$ cat src/rtl/accum_pkg.sv
package accum_pkg;
  typedef struct packed {
    logic and_op;
    logic add_op;
    logic lddr_op;
    logic inp_op;
    logic cma_op;
    logic shr_op;
    logic shl_op;
  } accum_ops_t;

  function automatic logic ops_any(input accum_ops_t o);
    return o.and_op | o.add_op | o.lddr_op | o.inp_op |
           o.cma_op | o.shr_op | o.shl_op;
  endfunction
endpackage

$ cat src/rtl/accum_slice.sv
module accum_slice
  import accum_pkg::*;
(
  input  accum_ops_t ops,
  input  logic       a_bit,
  input  logic       d_bit,
  input  logic       in_bit,
  input  logic       up_bit,
  input  logic       dn_bit,
  input  logic       cin,
  output logic       y,
  output logic       cout
);
  logic sum;

  always_comb begin
    sum  = a_bit ^ d_bit ^ cin;
    cout = (a_bit & d_bit) | (cin & (a_bit ^ d_bit));
    y    = (ops.and_op  & a_bit & d_bit) |
           (ops.add_op  & sum)           |
           (ops.lddr_op & d_bit)         |
           (ops.inp_op  & in_bit)        |
           (ops.cma_op  & ~a_bit)        |
           (ops.shr_op  & up_bit)        |
           (ops.shl_op  & dn_bit);
  end
endmodule

$ cat src/rtl/accum_alu.sv
module accum_alu
  import accum_pkg::*;
#(
  parameter int W   = 16,
  parameter int INW = 8
) (
  input  accum_ops_t   ops,
  input  logic [W-1:0] acc,
  input  logic         ext,
  input  logic [W-1:0] dr,
  input  logic [INW-1:0] inp,
  output logic [W-1:0] y,
  output logic         ext_next
);
  localparam int TOP = W - 1;

  logic [W:0]   carry;
  logic [W-1:0] in_bits;
  logic [W-1:0] up_bits;
  logic [W-1:0] dn_bits;

  assign carry[0] = 1'b0;

  for (genvar i = 0; i < W; i++) begin : g_slice
    if (i < INW) begin : g_in
      assign in_bits[i] = inp[i];
    end else begin : g_keep
      assign in_bits[i] = acc[i];
    end
    if (i == TOP) begin : g_up_e
      assign up_bits[i] = ext;
    end else begin : g_up_n
      assign up_bits[i] = acc[i+1];
    end
    if (i == 0) begin : g_dn_e
      assign dn_bits[i] = ext;
    end else begin : g_dn_n
      assign dn_bits[i] = acc[i-1];
    end
    accum_slice u_slice (
      .ops    (ops),
      .a_bit  (acc[i]),
      .d_bit  (dr[i]),
      .in_bit (in_bits[i]),
      .up_bit (up_bits[i]),
      .dn_bit (dn_bits[i]),
      .cin    (carry[i]),
      .y      (y[i]),
      .cout   (carry[i+1])
    );
  end

  always_comb begin
    ext_next = ext;
    if (ops.add_op)      ext_next = carry[W];
    else if (ops.shr_op) ext_next = acc[0];
    else if (ops.shl_op) ext_next = acc[TOP];
  end
endmodule

$ cat src/rtl/accum_core.sv
module accum_core
  import accum_pkg::*;
#(
  parameter int W   = 16,
  parameter int INW = 8
) (
  input  logic           clk,
  input  logic           rst_n,
  input  logic           op_and,
  input  logic           op_add,
  input  logic           op_lddr,
  input  logic           op_inp,
  input  logic           op_cma,
  input  logic           op_shr,
  input  logic           op_shl,
  input  logic           acc_clr,
  input  logic           acc_inc,
  input  logic           e_clr,
  input  logic           e_cmp,
  input  logic [W-1:0]   dr_in,
  input  logic [INW-1:0] inp_in,
  output logic [W-1:0]   acc_q,
  output logic           ext_q,
  output logic           acc_neg,
  output logic           acc_zero
);
  accum_ops_t   ops;
  logic [W-1:0] alu_y;
  logic         alu_e;
  logic         ld_en;
  logic [W-1:0] acc_d;
  logic         ext_d;
  logic         acc_en;
  logic         ext_en;

  assign ops = '{and_op: op_and, add_op: op_add, lddr_op: op_lddr,
                 inp_op: op_inp, cma_op: op_cma, shr_op: op_shr,
                 shl_op: op_shl};

  accum_alu #(.W(W), .INW(INW)) u_alu (
    .ops      (ops),
    .acc      (acc_q),
    .ext      (ext_q),
    .dr       (dr_in),
    .inp      (inp_in),
    .y        (alu_y),
    .ext_next (alu_e)
  );

  // next-state
  always_comb begin
    ld_en  = ops_any(ops) & ~acc_clr & ~acc_inc;
    acc_en = acc_clr | acc_inc | ld_en;
    acc_d  = acc_q;
    if (acc_clr)      acc_d = '0;
    else if (acc_inc) acc_d = acc_q + W'(1);
    else if (ld_en)   acc_d = alu_y;

    ext_en = e_clr | e_cmp | ld_en;
    ext_d  = ext_q;
    if (e_clr)      ext_d = 1'b0;
    else if (e_cmp) ext_d = ~ext_q;
    else if (ld_en) ext_d = alu_e;
  end

  // registers
  always_ff @(posedge clk or negedge rst_n) begin
    if (!rst_n) begin
      acc_q <= '0;
      ext_q <= 1'b0;
    end else begin
      if (acc_en) acc_q <= acc_d;
      if (ext_en) ext_q <= ext_d;
    end
  end

  assign acc_neg  = acc_q[W-1];
  assign acc_zero = ~(|acc_q);
endmodule

$ cat config.mk
export PLATFORM = sky130hd
export DESIGN_NAME = accum_core
export DESIGN_NICKNAME = d
export VERILOG_FILES = /design/src/rtl/accum_pkg.sv /design/src/rtl/accum_slice.sv /design/src/rtl/accum_alu.sv /design/src/rtl/accum_core.sv
export SDC_FILE = /design/constraint.sdc
export NUM_CORES = 1
export LEC_CHECK = 0
export ABC_AREA = 1
export ABC_CLOCK_PERIOD_IN_PS = 6460
export BUFFER_PORTS_ARGS = -buffer_cell sky130_fd_sc_hd__buf_2
export CELL_PAD_IN_SITES_DETAIL_PLACEMENT = 0
export CELL_PAD_IN_SITES_GLOBAL_PLACEMENT = 1
export CORE_ASPECT_RATIO = 0.6
export CORE_UTILIZATION = 35
export DETAILED_ROUTE_END_ITERATION = 8
export MAX_ROUTING_LAYER = met4
export PLACE_DENSITY_LB_ADDON = 0.1
export SLEW_MARGIN = 20
export SYNTH_ARGS = -nofsm -noshare
export SYNTH_HDL_FRONTEND = slang
export SYNTH_SLANG_ARGS = --single-unit
$ cat constraint.sdc
create_clock -name clk -period 6.46 [get_ports clk]
set_input_delay 0.646 -clock clk [delete_from_list [all_inputs] [get_ports clk]]
set_output_delay 0.646 -clock clk [all_outputs]
set_load 0.1 [all_outputs]
==> flow_summary.yaml, run 1 <==
floorplanning:
  die_h_um: 68.8
  coreArea_um2: 6940
  top_level_ports: 56
  dieWidth_um: 113
  initial_core_util: 0.375
  rows: 23
  die_area_um2: 7790
timing:
  fmax_mhz: 151
  finalHoldViolations: 0
  maxSlewViolCount: 0
  fin_crit_sh: 1.03
  setup_violations: 1
  rsz0062_at_grt: "true"
  max_slew_margin: 0.545
  finClkSkew_ps: 5.10
  setup_ws_ps: -175
  worstMarginPinSlew_ps: 682
  finalSetupTns_ps: -175
  min_period_ps: 6640
worst_setup_path:
  crit_top_cell: "fa_2"
  worst_path_largest_cell_delay_ps: 430
  critPathCaptureType: "flop"
  worstPathArrival_ps: 6790
  crit_required_ps: 6610
  startpoint_type: "primary input"
  cp_slowest_cell: "fa_2"
  worst-setup-path-type: "in2reg"
  worstPathMaxFanout: 2
  ff2ff_path_depth: 24
yosys:
  yosysUniqueCellTypes: 28
  yosysSeqAreaShare: 0.164
  ys_seq_elements: 17
  yosys_warnings: 0
  syn-num-nets: 479
  syn_inst: 424
  syn-mean-instance-area_um2: 6.14
  syn-cell-area_um2: 2600
clock_network:
  postCtsHoldBufs: 0
  cts_setup_buffers: 0
  numClockSinks: 17
  clockRootBuffer: "clkbuf_16"
  insertion_delay_ps: 260
  cts_tree: "done"
  cts_buffers: 3
  htree_num_levels: 1
  path_clk_slew_ps: 60
  clock_path_buffers: 2
place:
  dpl_cell_area_um2: 2820
  gp_congestion: 0.839
  hpwl_um: 6610
  dp_slack_ps: -556
  io_buffers: 55
routing:
  drcViolationCount: 0
  totalWireLength_um: 9140
  via_count: 2811
  ant_nets: 0
  dr.pass1.iters: 4
  viasPerCell: 5.13
  wire_per_inst_um: 16.7
  drt_iter0_drc: 169
grt:
  grt_max_degree: 26
  grt_pass1_wl_um: 14600
  overflow: 0
  track_usage: 0.261
  antenna_found_initial: 0
  grt_pass1_vias: 2625
pwr:
  vdd_ir_drop_max_mv: 0.0881
  p_leak_nw: 1.38
  total_power_mw: 0.550
  power_density_nw_per_um2: 188
layout:
  utilization: 0.422
  drive_above_1_share: 0.230
  fin_nets: 504
  final_area_um2: 2930
  area_delta_synth_final_pct: 12.5
  fillers: 785
  diodes: 0
run_status:
  status: "finished with violations"
  violations: "setup timing"
flow_run:
  cap_violations: 0
min_path:
  hp-class: "in2async"
worst max-delay path, delay by kind of cell:
kind	cells	cell delay, ps
AOI/OAI and AO/OA	1	120
adders and majority gates	16	5450
buffers and inverters	3	180
and+or+nand+nor	5	360
power breakdown:
| group | switching (mW) | leakage (nW) | internal, mW |
|---|---|---|---|
| clock | 0.0521 | 0.0382 | 0.0843 |
| sequential | 0.0210 | 0.215 | 0.116 |
| combinational | 0.200 | 1.13 | 0.0763 |
per-layer routing:
layer / routed length [um] / part of all wire / global-route usage / up-vias
met5: 0 / 0 / - / -
met4: 58 / 0.0063 / 0.0395 / 0
met3: 781 / 0.085 / 0.0463 / 5
met2: 3500 / 0.38 / 0.362 / 112
met1: 4800 / 0.53 / 0.394 / 1301
li1: - / - / - / 1393
timing repair:
| action | in CTS | in global routing |
|---|---|---|
| resized for setup | 6 | 1 |
| endpoints found under the setup margin | 2 | 3 |
| hold endpoints to repair | 0 | 0 |
| pin swaps | 4 | 16 |
cells by family after synthesis:
| kind of cell | share of synthesized area |
|---|---|
| AOI/OAI and AO/OA | 0.133 |
| adders and majority gates | 0.130 |
| buffers and inverters | 0.164 |
| DFF | 0.164 |
| and+or+nand+nor | 0.410 |
cells in the final DEF, fill, tap and decap left out, drive strengths merged:
| master | Yosys | final |
|---|---|---|
| nand2 | 137 | 137 |
| a21oi | 22 | 22 |
| inv | 40 | 40 |
| a21boi | 3 | 3 |
| ha | 3 | 3 |
| nor3 | 7 | 7 |
| o211ai | 1 | 1 |
| nor3b | 1 | 1 |
| nor4 | 1 | 1 |
| nor2 | 42 | 42 |
| dfrtp | 17 | 17 |
| nand3 | 41 | 41 |
| o21ai | 41 | 41 |
| fa | 15 | 15 |
| and3 | 1 | 1 |
| nand4 | 11 | 11 |
| clkbuf | 2 | 4 |
| buf | 39 | 61 |
layout make-up:
cell class / instances / area (um^2) / share of cell area
inverters: 40 / 150 / 0.0513
multi-input cells: 326 / 1820 / 0.621
well taps: 100 / 125 / 0.0428
flip-flops and latches: 17 / 425 / 0.145
repair buffers: 61 / 330 / 0.113
clock buffers: 4 / 78.8 / 0.0269
through the flow:
step	hold slack, ps	std cells
finish	340	548
global route	380	548
CTS	368	548
detailed placement	631	544
global placement	608	544
floorplan	350	424
cell usage after synthesis:
master | number | area (um^2)
a21boi_0 | 3 | 22.5
a21oi_1 | 22 | 110
and3_1 | 1 | 6.26
buf_2 | 13 | 65.1
buf_4 | 24 | 180
buf_6 | 2 | 22.5
clkbuf_1 | 2 | 7.51
dfrtp_1 | 17 | 425
fa_1 | 15 | 300
ha_1 | 3 | 37.5
inv_1 | 38 | 143
inv_2 | 2 | 7.51
nand2_1 | 131 | 492
nand2_2 | 5 | 31.3
nand2_4 | 1 | 11.3
nand3_1 | 41 | 205
nand4_1 | 10 | 62.6
nand4_2 | 1 | 12.5
nor2_1 | 34 | 128
nor2_2 | 5 | 31.3
nor2_4 | 3 | 33.8
nor3_1 | 6 | 30.0
nor3_2 | 1 | 10.0
nor3b_1 | 1 | 7.51
nor4_1 | 1 | 6.26
o211ai_1 | 1 | 7.51
o21ai_0 | 38 | 190
o21ai_1 | 3 | 15.0
final timing paths:
kind / start / to / slack, ps
worst max-delay path: dr_in[0] / acc_q[15] / -180
worst min-delay path: rst_n / acc_q[3] / 340
worst max register to register: acc_q[0] / acc_q[15] / -120
worst min register to register: ext_q / ext_q / 640
max in group asynchronous: rst_n / acc_q[6] / 5770
min in group clk: e_clr / ext_q / 630
state kept, by name (all words and copies together) (netlist names):
| register | flops |
|---|---|
| acc_q | 16 |
| ext_q | 1 |
Power figures use the tool's default switching activity.
==> run 2, diff against run 1 <==
--- a/config.mk
+++ b/config.mk
@@ -15,6 +15,7 @@
 export DETAILED_ROUTE_END_ITERATION = 8
 export MAX_ROUTING_LAYER = met4
 export PLACE_DENSITY_LB_ADDON = 0.1
+export SKIP_LAST_GASP = 1
 export SLEW_MARGIN = 20
 export SYNTH_ARGS = -nofsm -noshare
 export SYNTH_HDL_FRONTEND = slang
==> run 2 against run 1 <==
Effect of this change:
- the run still ends with setup timing left
- cell count stayed put
- clock-buffer cell count stayed put
- power hardly changed
- die area stayed put
- sequential power hardly changed
- via count is 0.46% higher
- non-clock buffer count stayed put
- sequential share of layout area stayed put
- hold slack worse by 4.3 ps
==> flow_summary.yaml, run 2 (synthesis gave the netlist of run 1 again) <==
min_path:
  hp-class: "in2async"
clock_network:
  numClockSinks: 17
  cts_buffers: 3
  cts_setup_buffers: 0
  clock_path_buffers: 2
  path_clk_slew_ps: 60
  postCtsHoldBufs: 0
  clockRootBuffer: "clkbuf_16"
  insertion_delay_ps: 260
  cts_tree: "done"
  htree_num_levels: 1
timing:
  min_period_ps: 6630
  rsz0062_at_grt: "true"
  fin_crit_sh: 1.03
  setup_ws_ps: -173
  hold_ws_ps: 336
  maxSlewViolCount: 0
  fmax_mhz: 151
  finalHoldViolations: 0
  finClkSkew_ps: 5.86
  setup_violations: 1
  worstMarginPinSlew_ps: 679
  max_slew_margin: 0.547
worst_setup_path:
  worst-setup-path-type: "in2reg"
  crit_top_cell: "fa_2"
  worstPathArrival_ps: 6790
  cp_slowest_cell: "fa_2"
  critPathCaptureType: "flop"
  crit_required_ps: 6620
  crit_buf_inv: 3
  worst_path_largest_cell_delay_ps: 430
  worstPathMaxFanout: 2
  cpLargestDelayFamily: "adder cells"
  startpoint_type: "primary input"
place:
  dp_slack_ps: -556
  dp_cells: 544
  dpl_cell_area_um2: 2820
  io_buffers: 55
  gp_congestion: 0.839
  hpwl_um: 6610
layout:
  top_register: "acc_q"
  area_delta_synth_final_pct: 12.5
  final_area_um2: 2930
  stdcell_count: 548
  utilization: 0.422
  largest_reg_flops: 16
  fin_nets: 504
  diodes: 0
  mostFrequentLayoutCells: "nand2_1, buf_2, nand3_1, o21ai_0, inv_1"
  layout_commonest_cell: "nand2_1"
  largestRegisters: "acc_q x16, ext_q x1"
  drive_above_1_share: 0.230
pwr:
  switching_share: 0.497
  netSwitchingPower_mw: 0.274
  intPower_mw: 0.277
  p_seq_frac: 0.250
  p_clk_frac: 0.248
  power_frac_comb: 0.502
  power_density_nw_per_um2: 188
  vdd_ir_drop_max_mv: 0.0887
  p_leak_nw: 1.38
floorplanning:
  top_level_ports: 56
  die_area_um2: 7790
  rows: 23
  coreArea_um2: 6940
  die_h_um: 68.8
  initial_core_util: 0.375
  dieWidth_um: 113
grt:
  grt_pass1_wl_um: 14500
  grt_max_degree: 26
  overflow: 0
  track_usage: 0.260
  antenna_found_initial: 0
  grt_pass1_vias: 2610
run_status:
  status: "finished with violations"
  violations: "setup timing"
routing:
  totalWireLength_um: 9120
  drcViolationCount: 0
  drt_iter0_drc: 187
  via_count: 2824
  viasPerCell: 5.15
  dr.pass1.iters: 4
  ant_nets: 0
  wire_per_inst_um: 16.6
flow_run:
  cap_violations: 0
-- run 2: cell counts in the layout (fill, tap and decap cells not counted) --
No cell type changed its count.
-- run 2: routing by layer --
metal	vias to the layer above	part of all wire	global-route usage
met1	1321	0.53	0.394
met3	5	0.079	0.0463
li1	1392	-	-
met5	-	0	-
met4	0	0.0064	0.0395
met2	106	0.39	0.359
-- run 2: worst paths after layout --
check	from	end	slack (ps)	cells after the start
hold reg to reg	ext_q	ext_q	640	3
setup / recovery	dr_in[0]	acc_q[15]	-170	25
setup reg to reg	acc_q[0]	acc_q[15]	-120	24
hold / removal	rst_n	acc_q[2]	340	1
max in group asynchronous	rst_n	acc_q[5]	5780	1
min in group clk	e_clr	ext_q	630	4
-- run 2: power by group through the flow --
stage / clock [mW] / combinational [mW] / sequential (mW)
final: 0.136 / 0.277 / 0.138
after detailed placement: 0 / 0.274 / 0.139
after CTS: 0.138 / 0.276 / 0.137
after floorplan: 0 / 0.222 / 0.138
after global placement: 0 / 0.270 / 0.139
after global routing: 0.141 / 0.307 / 0.139
-- run 2: what timing repair did --
action                     in CTS  in global routing
gates cloned                    0                  0
gates resized for setup         5                  2
pin swaps                       4                 15
setup endpoints to repair       2                  3
-- run 2: final cells by class --
class,count,area (um^2)
fillers,785,4010
multi-input cells,326,1820
flip-flops and latches,17,425
repair buffers,61,330
inverters,40,150
well taps,100,125
clock buffers,4,78.8
-- run 2: per-stage QoR --
step                power [mW]  setup TNS (ps)
floorplan                0.360            -168
global placement         0.409            -828
detailed placement       0.413           -1030
CTS                      0.552            -256
global route             0.587            -687
finish                   0.551            -173
